File: config.mk
export PLATFORM = sky130hd
export DESIGN_NAME = pwm_reload_ctrl
export DESIGN_NICKNAME = d
export VERILOG_FILES = /design/src/rtl/pwm_reload_pkg.sv /design/src/rtl/pwm_load_trig.sv /design/src/rtl/pwm_counter.sv /design/src/rtl/pwm_channel.sv /design/src/rtl/pwm_shadow_regs.sv /design/src/rtl/pwm_reload_ctrl.sv
export SDC_FILE = /design/constraint.sdc
export NUM_CORES = 1
export LEC_CHECK = 0
export BUFFER_PORTS_ARGS = -buffer_cell sky130_fd_sc_hd__buf_4
export CORE_ASPECT_RATIO = 1.75
export CORE_MARGIN = 5
export CORE_UTILIZATION = 33
export CTS_CLUSTER_DIAMETER = 80
export CTS_CLUSTER_SIZE = 25
export DETAILED_ROUTE_END_ITERATION = 10
export HOLD_SLACK_MARGIN = 0.12
export SKIP_LAST_GASP = 1
export SLEW_MARGIN = 20
export SYNTH_ARGS = -nofsm -noshare
export SYNTH_HDL_FRONTEND = slang
export SYNTH_SLANG_ARGS = --single-unit
export TNS_END_PERCENT = 100
File: constraint.sdc
create_clock -name clk_i -period 6.1 [get_ports clk_i]
set_input_delay 1.525 -clock clk_i [delete_from_list [all_inputs] [get_ports clk_i]]
set_output_delay 1.525 -clock clk_i [all_outputs]
set_load 0.03 [all_outputs]
File: src/rtl/pwm_reload_pkg.sv
`timescale 1ns/1ps
package pwm_reload_pkg;
  localparam int unsigned DATA_W    = 32;
  localparam int unsigned ADDR_MOD  = 0;
  localparam int unsigned ADDR_INIT = 1;
  localparam int unsigned ADDR_LOAD = 2;
  localparam int unsigned LD_EN_BIT = 9;
endpackage

File: src/rtl/pwm_load_trig.sv
`timescale 1ns/1ps
module pwm_load_trig #(
  parameter int unsigned N_CH = 8
) (
  input  logic            en_i,
  input  logic            wrap_i,
  input  logic [N_CH-1:0] match_i,
  input  logic [N_CH-1:0] sel_i,
  output logic            load_o
);
  logic sync_pt;

  assign sync_pt = wrap_i | (|(match_i & sel_i));
  assign load_o  = en_i & sync_pt;

  always_comb begin
    a_r5_load_needs_en: assert (!load_o || en_i);
    // a hit on a masked-out channel alone never loads
    a_r8_masked_hit: assert (!(load_o && !wrap_i && ((match_i & sel_i) == '0)));
  end
endmodule

File: src/rtl/pwm_counter.sv
`timescale 1ns/1ps
module pwm_counter #(
  parameter int unsigned CNT_W = 16
) (
  input  logic             clk_i,
  input  logic             rst_ni,
  input  logic             load_i,
  input  logic [CNT_W-1:0] mod_buf_i,
  input  logic [CNT_W-1:0] init_buf_i,
  output logic [CNT_W-1:0] cnt_o,
  output logic             wrap_o
);
  logic [CNT_W-1:0] mod_q, init_q;

  assign wrap_o = (cnt_o == mod_q);

  always_ff @(posedge clk_i or negedge rst_ni) begin
    if (!rst_ni) begin
      cnt_o  <= '0;
      mod_q  <= '0;
      init_q <= '0;
    end else begin
      cnt_o <= wrap_o ? init_q : cnt_o + CNT_W'(1);
      if (load_i) begin
        mod_q  <= mod_buf_i;
        init_q <= init_buf_i;
      end
    end
  end

  a_r2_reload: assert property (@(posedge clk_i) disable iff (!rst_ni)
    wrap_o |=> cnt_o == $past(init_q));
  a_r2_step: assert property (@(posedge clk_i) disable iff (!rst_ni)
    !wrap_o |=> cnt_o == $past(cnt_o) + CNT_W'(1));
  a_r5_hold_active: assert property (@(posedge clk_i) disable iff (!rst_ni)
    !load_i |=> $stable(mod_q) && $stable(init_q));
  a_r6_take_shadow: assert property (@(posedge clk_i) disable iff (!rst_ni)
    load_i |=> mod_q == $past(mod_buf_i) && init_q == $past(init_buf_i));
endmodule

File: src/rtl/pwm_channel.sv
`timescale 1ns/1ps
module pwm_channel #(
  parameter int unsigned CNT_W = 16
) (
  input  logic             clk_i,
  input  logic             rst_ni,
  input  logic             load_i,
  input  logic [CNT_W-1:0] cv_buf_i,
  input  logic [CNT_W-1:0] cnt_i,
  output logic             match_o,
  output logic             pwm_o
);
  logic [CNT_W-1:0] cv_q;

  always_ff @(posedge clk_i or negedge rst_ni) begin
    if (!rst_ni)     cv_q <= '0;
    else if (load_i) cv_q <= cv_buf_i;
  end

  assign match_o = (cnt_i == cv_q);
  assign pwm_o   = (cnt_i < cv_q);

  a_r10_low_at_hit: assert property (@(posedge clk_i) disable iff (!rst_ni)
    match_o |-> !pwm_o);
  a_r5_cv_hold: assert property (@(posedge clk_i) disable iff (!rst_ni)
    !load_i |=> $stable(cv_q));
endmodule

File: src/rtl/pwm_shadow_regs.sv
`timescale 1ns/1ps
module pwm_shadow_regs
  import pwm_reload_pkg::*;
#(
  parameter int unsigned CNT_W  = 16,
  parameter int unsigned N_CH   = 8,
  parameter int unsigned ADDR_W = $clog2(N_CH) + 1
) (
  input  logic                        clk_i,
  input  logic                        rst_ni,
  input  logic                        we_i,
  input  logic [ADDR_W-1:0]           addr_i,
  input  logic [DATA_W-1:0]           wdata_i,
  input  logic                        load_i,
  output logic [DATA_W-1:0]           rdata_o,
  output logic [CNT_W-1:0]            mod_buf_o,
  output logic [CNT_W-1:0]            init_buf_o,
  output logic [N_CH-1:0][CNT_W-1:0]  cv_buf_o,
  output logic [N_CH-1:0]             sel_o,
  output logic                        en_o
);
  localparam int unsigned CH_W = $clog2(N_CH);

  logic wr_mod, wr_init, wr_load, cv_region;
  logic [CH_W-1:0] cv_idx;

  assign cv_region = addr_i[ADDR_W-1];
  assign cv_idx    = addr_i[CH_W-1:0];
  assign wr_mod    = we_i && addr_i == ADDR_W'(ADDR_MOD);
  assign wr_init   = we_i && addr_i == ADDR_W'(ADDR_INIT);
  assign wr_load   = we_i && addr_i == ADDR_W'(ADDR_LOAD);

  always_ff @(posedge clk_i or negedge rst_ni) begin
    if (!rst_ni) begin
      mod_buf_o  <= '0;
      init_buf_o <= '0;
      sel_o      <= '0;
      en_o       <= 1'b0;
    end else begin
      if (wr_mod)  mod_buf_o  <= wdata_i[CNT_W-1:0];
      if (wr_init) init_buf_o <= wdata_i[CNT_W-1:0];
      // software write wins over the hardware clear
      if (wr_load) begin
        sel_o <= wdata_i[N_CH-1:0];
        en_o  <= wdata_i[LD_EN_BIT];
      end else if (load_i) begin
        en_o  <= 1'b0;
      end
    end
  end

  for (genvar j = 0; j < N_CH; j++) begin : g_cv
    always_ff @(posedge clk_i or negedge rst_ni) begin
      if (!rst_ni)
        cv_buf_o[j] <= '0;
      else if (we_i && cv_region && cv_idx == CH_W'(j))
        cv_buf_o[j] <= wdata_i[CNT_W-1:0];
    end
  end

  always_comb begin
    rdata_o = '0;
    if (cv_region)
      rdata_o[CNT_W-1:0] = cv_buf_o[cv_idx];
    else if (addr_i == ADDR_W'(ADDR_MOD))
      rdata_o[CNT_W-1:0] = mod_buf_o;
    else if (addr_i == ADDR_W'(ADDR_INIT))
      rdata_o[CNT_W-1:0] = init_buf_o;
    else if (addr_i == ADDR_W'(ADDR_LOAD)) begin
      rdata_o[N_CH-1:0]  = sel_o;
      rdata_o[LD_EN_BIT] = en_o;
    end
  end

  a_r9_en_self_clear: assert property (@(posedge clk_i) disable iff (!rst_ni)
    (load_i && !wr_load) |=> !en_o);
  a_r9_sel_kept: assert property (@(posedge clk_i) disable iff (!rst_ni)
    !wr_load |=> $stable(sel_o));
  a_r4_no_arm_by_hw: assert property (@(posedge clk_i) disable iff (!rst_ni)
    (!wr_load && !en_o) |=> !en_o);
endmodule

File: src/rtl/pwm_reload_ctrl.sv
`timescale 1ns/1ps
module pwm_reload_ctrl
  import pwm_reload_pkg::*;
#(
  parameter int unsigned CNT_W  = 16,
  parameter int unsigned N_CH   = 8,
  parameter int unsigned ADDR_W = $clog2(N_CH) + 1
) (
  input  logic              clk_i,
  input  logic              rst_ni,
  input  logic              we_i,
  input  logic [ADDR_W-1:0] addr_i,
  input  logic [31:0]       wdata_i,
  output logic [31:0]       rdata_o,
  output logic [CNT_W-1:0]  cnt_o,
  output logic [N_CH-1:0]   match_o,
  output logic [N_CH-1:0]   pwm_o
);
  logic                       load, wrap, en;
  logic [N_CH-1:0]            sel;
  logic [CNT_W-1:0]           mod_buf, init_buf;
  logic [N_CH-1:0][CNT_W-1:0] cv_buf;

  pwm_shadow_regs #(.CNT_W(CNT_W), .N_CH(N_CH), .ADDR_W(ADDR_W)) i_regs (
    .clk_i, .rst_ni, .we_i, .addr_i, .wdata_i,
    .load_i     (load),
    .rdata_o,
    .mod_buf_o  (mod_buf),
    .init_buf_o (init_buf),
    .cv_buf_o   (cv_buf),
    .sel_o      (sel),
    .en_o       (en)
  );

  pwm_counter #(.CNT_W(CNT_W)) i_cnt (
    .clk_i, .rst_ni,
    .load_i     (load),
    .mod_buf_i  (mod_buf),
    .init_buf_i (init_buf),
    .cnt_o,
    .wrap_o     (wrap)
  );

  for (genvar j = 0; j < N_CH; j++) begin : g_ch
    pwm_channel #(.CNT_W(CNT_W)) i_ch (
      .clk_i, .rst_ni,
      .load_i   (load),
      .cv_buf_i (cv_buf[j]),
      .cnt_i    (cnt_o),
      .match_o  (match_o[j]),
      .pwm_o    (pwm_o[j])
    );
  end

  pwm_load_trig #(.N_CH(N_CH)) i_trig (
    .en_i    (en),
    .wrap_i  (wrap),
    .match_i (match_o),
    .sel_i   (sel),
    .load_o  (load)
  );
endmodule

==> run metrics <==
run status finished clean; initial antenna violation count 0; register area 0.008633 mm^2; Worst setup EP type output port; number of buffers created by CTS 17; Fin Setup TNS 0 ns; complex-gate fraction of the synthesized area 5.118%; die height 319.1 um; ys flop type dfrtp_1; Fin. Hold Viols 0; Core Area 0.05415 mm^2; H-tree depth 1; ys async rst share 100.0%; Root Buffer clkbuf_16; deepest clock path buffer count 3; Worst Path Class, Setup input port to output port; Buffers on Ports 70; CTS Sinks 345; DP Worst Slack 0.7655 ns; combinational family with the most area after synthesis multiplexers; register bit total from synthesis 345; Gate Count Post-Synth 1421; Setup WS post-layout 0.7821 ns; Syn Area/Cell 12.68 um^2; DP Wirelength 34820 um; Seq/Total Area, Yosys 47.92%; Global Route Usage Sum 15.43%; CTS clk-pin slew, worst paths 0.10 ns; Initial Util 33.27%; TritonCTS clock tree yes; chip width 186.6 um; gpl congestion 0.8700; Slew @ Worst Pin 1.155 ns; post-route minimum period 5.318 ns; commonest non-fill, non-tap cell in the layout dfrtp_1; leading cell types in the layout, fill and taps excluded dfrtp_1, mux2_2, inv_1, ha_1, mux2_1; ANT cells 0; routed via count 11047; Leak Pwr 9.161 nW; clk_lat worst skew 0.53 ns; share of cells above drive strength 1 27.17%; DR vias/cell 5.153; max-slew violation count 0; post-synthesis simple-gate area fraction 4.848%; Total Wirelength 46540 um; fillers 5286; peak supply drop 0.2508 mV; Multi-input gate area 0.008399 mm^2; global-route wire length before repair 72240 um; power per cell area 443.5 mW/mm^2; GRT overflow 0; Max Cap Viol 0; Non-Filler Instances 2144; crit path DAT 3.79 ns; area grow syn2layout 8.904%; number of setup buffers added after CTS 0; Netlist cell types 46; Slew headroom 22.26%; placed instance count 2125; EDFF count, synth 0; routed len/inst 21.71 um; I/O pin total 103; period utilisation layout 87.18%; Nets 1623; Startpoint Class input port; multiplexer share of the synthesized area 25.56%; Synth warnings 0; Worst Hold Depth 2; row cnt 113; first-pass iteration count of the detailed router 7; worst-path fanout max 28; post_cts resized 0; largest net degree at the start of global routing 134; setup violators final 0; die area 0.05955 mm^2; Post-Synth XOR/XNOR Area 1.458%; Worst EP required 4.58 ns; Cell Area, Synth 0.01802 mm^2; r2r worst-path depth 8; Hold Buf Count CTS 0; min-delay worst type register to register; initial DRC count 595; post-route ant nets 0; vias in the first global route 11908; DRC viols 0; Adder-Cell Fraction of Synth Area 8.959%; Max Freq 188.0 MHz; RSZ-0062 raised after global routing no; Clock Skew 0.01678 ns
==> final cells by class <==
| type | instances | share of cell area, % |
|---|---|---|
| tap | 690 | 4.400 |
| timing repair buffer | 96 | 3.941 |
| multi-input combinational | 857 | 42.81 |
| sequential | 345 | 44.00 |
| clock buffer | 17 | 2.168 |
| clock inverter | 1 | 0.03826 |
| inverter | 138 | 2.640 |
==> worst paths after layout <==
kind	to	slack [ns]	start
setup / recovery	rdata_o[10]	0.78	addr_i[0]
hold / removal	i_cnt.cnt_o[3]	0.48	i_cnt.init_q[3]
setup reg to reg	g_ch[3].i_ch.cv_q[15]	1.62	i_cnt.cnt_o[13]
hold reg to reg	i_cnt.cnt_o[3]	0.48	i_cnt.init_q[3]
max in group asynchronous	g_ch[7].i_ch.cv_q[8]	3.99	rst_ni
min in group asynchronous	g_ch[6].i_ch.cv_q[1]	0.89	rst_ni
==> logic make-up after synthesis <==
| logic type | Yosys count |
|---|---|
| mux | 378 |
| flops | 345 |
| buf+inv | 234 |
| simple gates | 166 |
| compound gates | 138 |
| fa+ha+maj | 129 |
| xor+xnor | 30 |
| other cells | 1 |
==> power by group <==
| group | total [mW] | switching, mW | internal (mW) |
|---|---|---|---|
| Clock | 1.23 | 0.720 | 0.506 |
| Combinational | 4.08 | 2.28 | 1.81 |
| Sequential | 3.39 | 0.588 | 2.80 |
==> layer usage <==
| metal | GRT usage (%) | vias up | part of all wire (%) |
|---|---|---|---|
| met1 | 16.97 | 5651 | 36 |
| met2 | 29.64 | 234 | 55 |
| met4 | 7.065 | 0 | 5.1 |
| met5 | 0 | - | 0 |
| li1 | - | 5077 | - |
| met3 | 1.466 | 85 | 3.3 |
==> synthesized netlist by cell type, types with 2 or more instances <==
master | number | area, um^2
o21a_1 | 4 | 30.03
clkbuf_1 | 21 | 78.83
buf_1 | 13 | 48.80
nor2b_1 | 13 | 81.33
a21o_1 | 22 | 165.2
o31ai_1 | 3 | 22.52
mux2i_1 | 9 | 90.09
and4_1 | 2 | 17.52
mux2_1 | 100 | 1126
mux4_2 | 32 | 720.7
nor2_1 | 26 | 97.59
a222oi_1 | 15 | 150.1
nand2b_1 | 4 | 25.02
buf_2 | 19 | 95.09
a21oi_1 | 33 | 165.2
a22o_1 | 2 | 17.52
inv_1 | 138 | 518.0
o211ai_1 | 6 | 45.04
mux2_2 | 237 | 2669
nand3_1 | 16 | 80.08
o22ai_1 | 2 | 12.51
nor4b_2 | 2 | 30.03
nand4_1 | 37 | 231.5
a221oi_1 | 2 | 17.52
xor2_1 | 9 | 78.83
a31oi_1 | 3 | 18.77
buf_6 | 10 | 112.6
nand2_1 | 37 | 138.9
xnor2_1 | 21 | 183.9
nor3_1 | 11 | 55.05
buf_4 | 33 | 247.7
o21ai_0 | 33 | 165.2
a211oi_1 | 3 | 22.52
dfrtp_1 | 345 | 8633
and3_1 | 6 | 37.54
nor4_1 | 10 | 62.56
a2111oi_0 | 5 | 43.79
ha_1 | 129 | 1614
==> through the flow <==
step | utilization (%) | hold slack (ns) | power (mW) | instance area, um^2
final | 36.23 | 0.4804 | 8.701 | 19620
after global routing | 36.23 | 0.5099 | 9.329 | 19620
after CTS | 36.18 | 0.4830 | 8.818 | 19590
after detailed placement | 35.38 | 0.4643 | 7.556 | 19160
after global placement | 35.38 | 0.4548 | 7.447 | 19160
after floorplan | - | 0.4460 | 6.217 | 18070
==> sequential cells by signal, summed over array words and instances (netlist names) <==
register           cells
i_cnt.cnt_o           16
i_regs.init_buf_o     16
i_regs.mod_buf_o      16
i_cnt.init_q          16
g_ch.i_ch.cv_q       128
i_cnt.mod_q           16
i_regs.en_o            1
i_regs.sel_o           8
i_regs.cv_buf_o      128
==> critical path, cell delays in order <==
cell	delay (ns)
buf_4	0.51
mux4_2	0.63
mux2_2	0.28
a222oi_1	0.50
inv_1	0.12
buf_4	0.20
No activity file was read; power rests on OpenSTA's default activity.
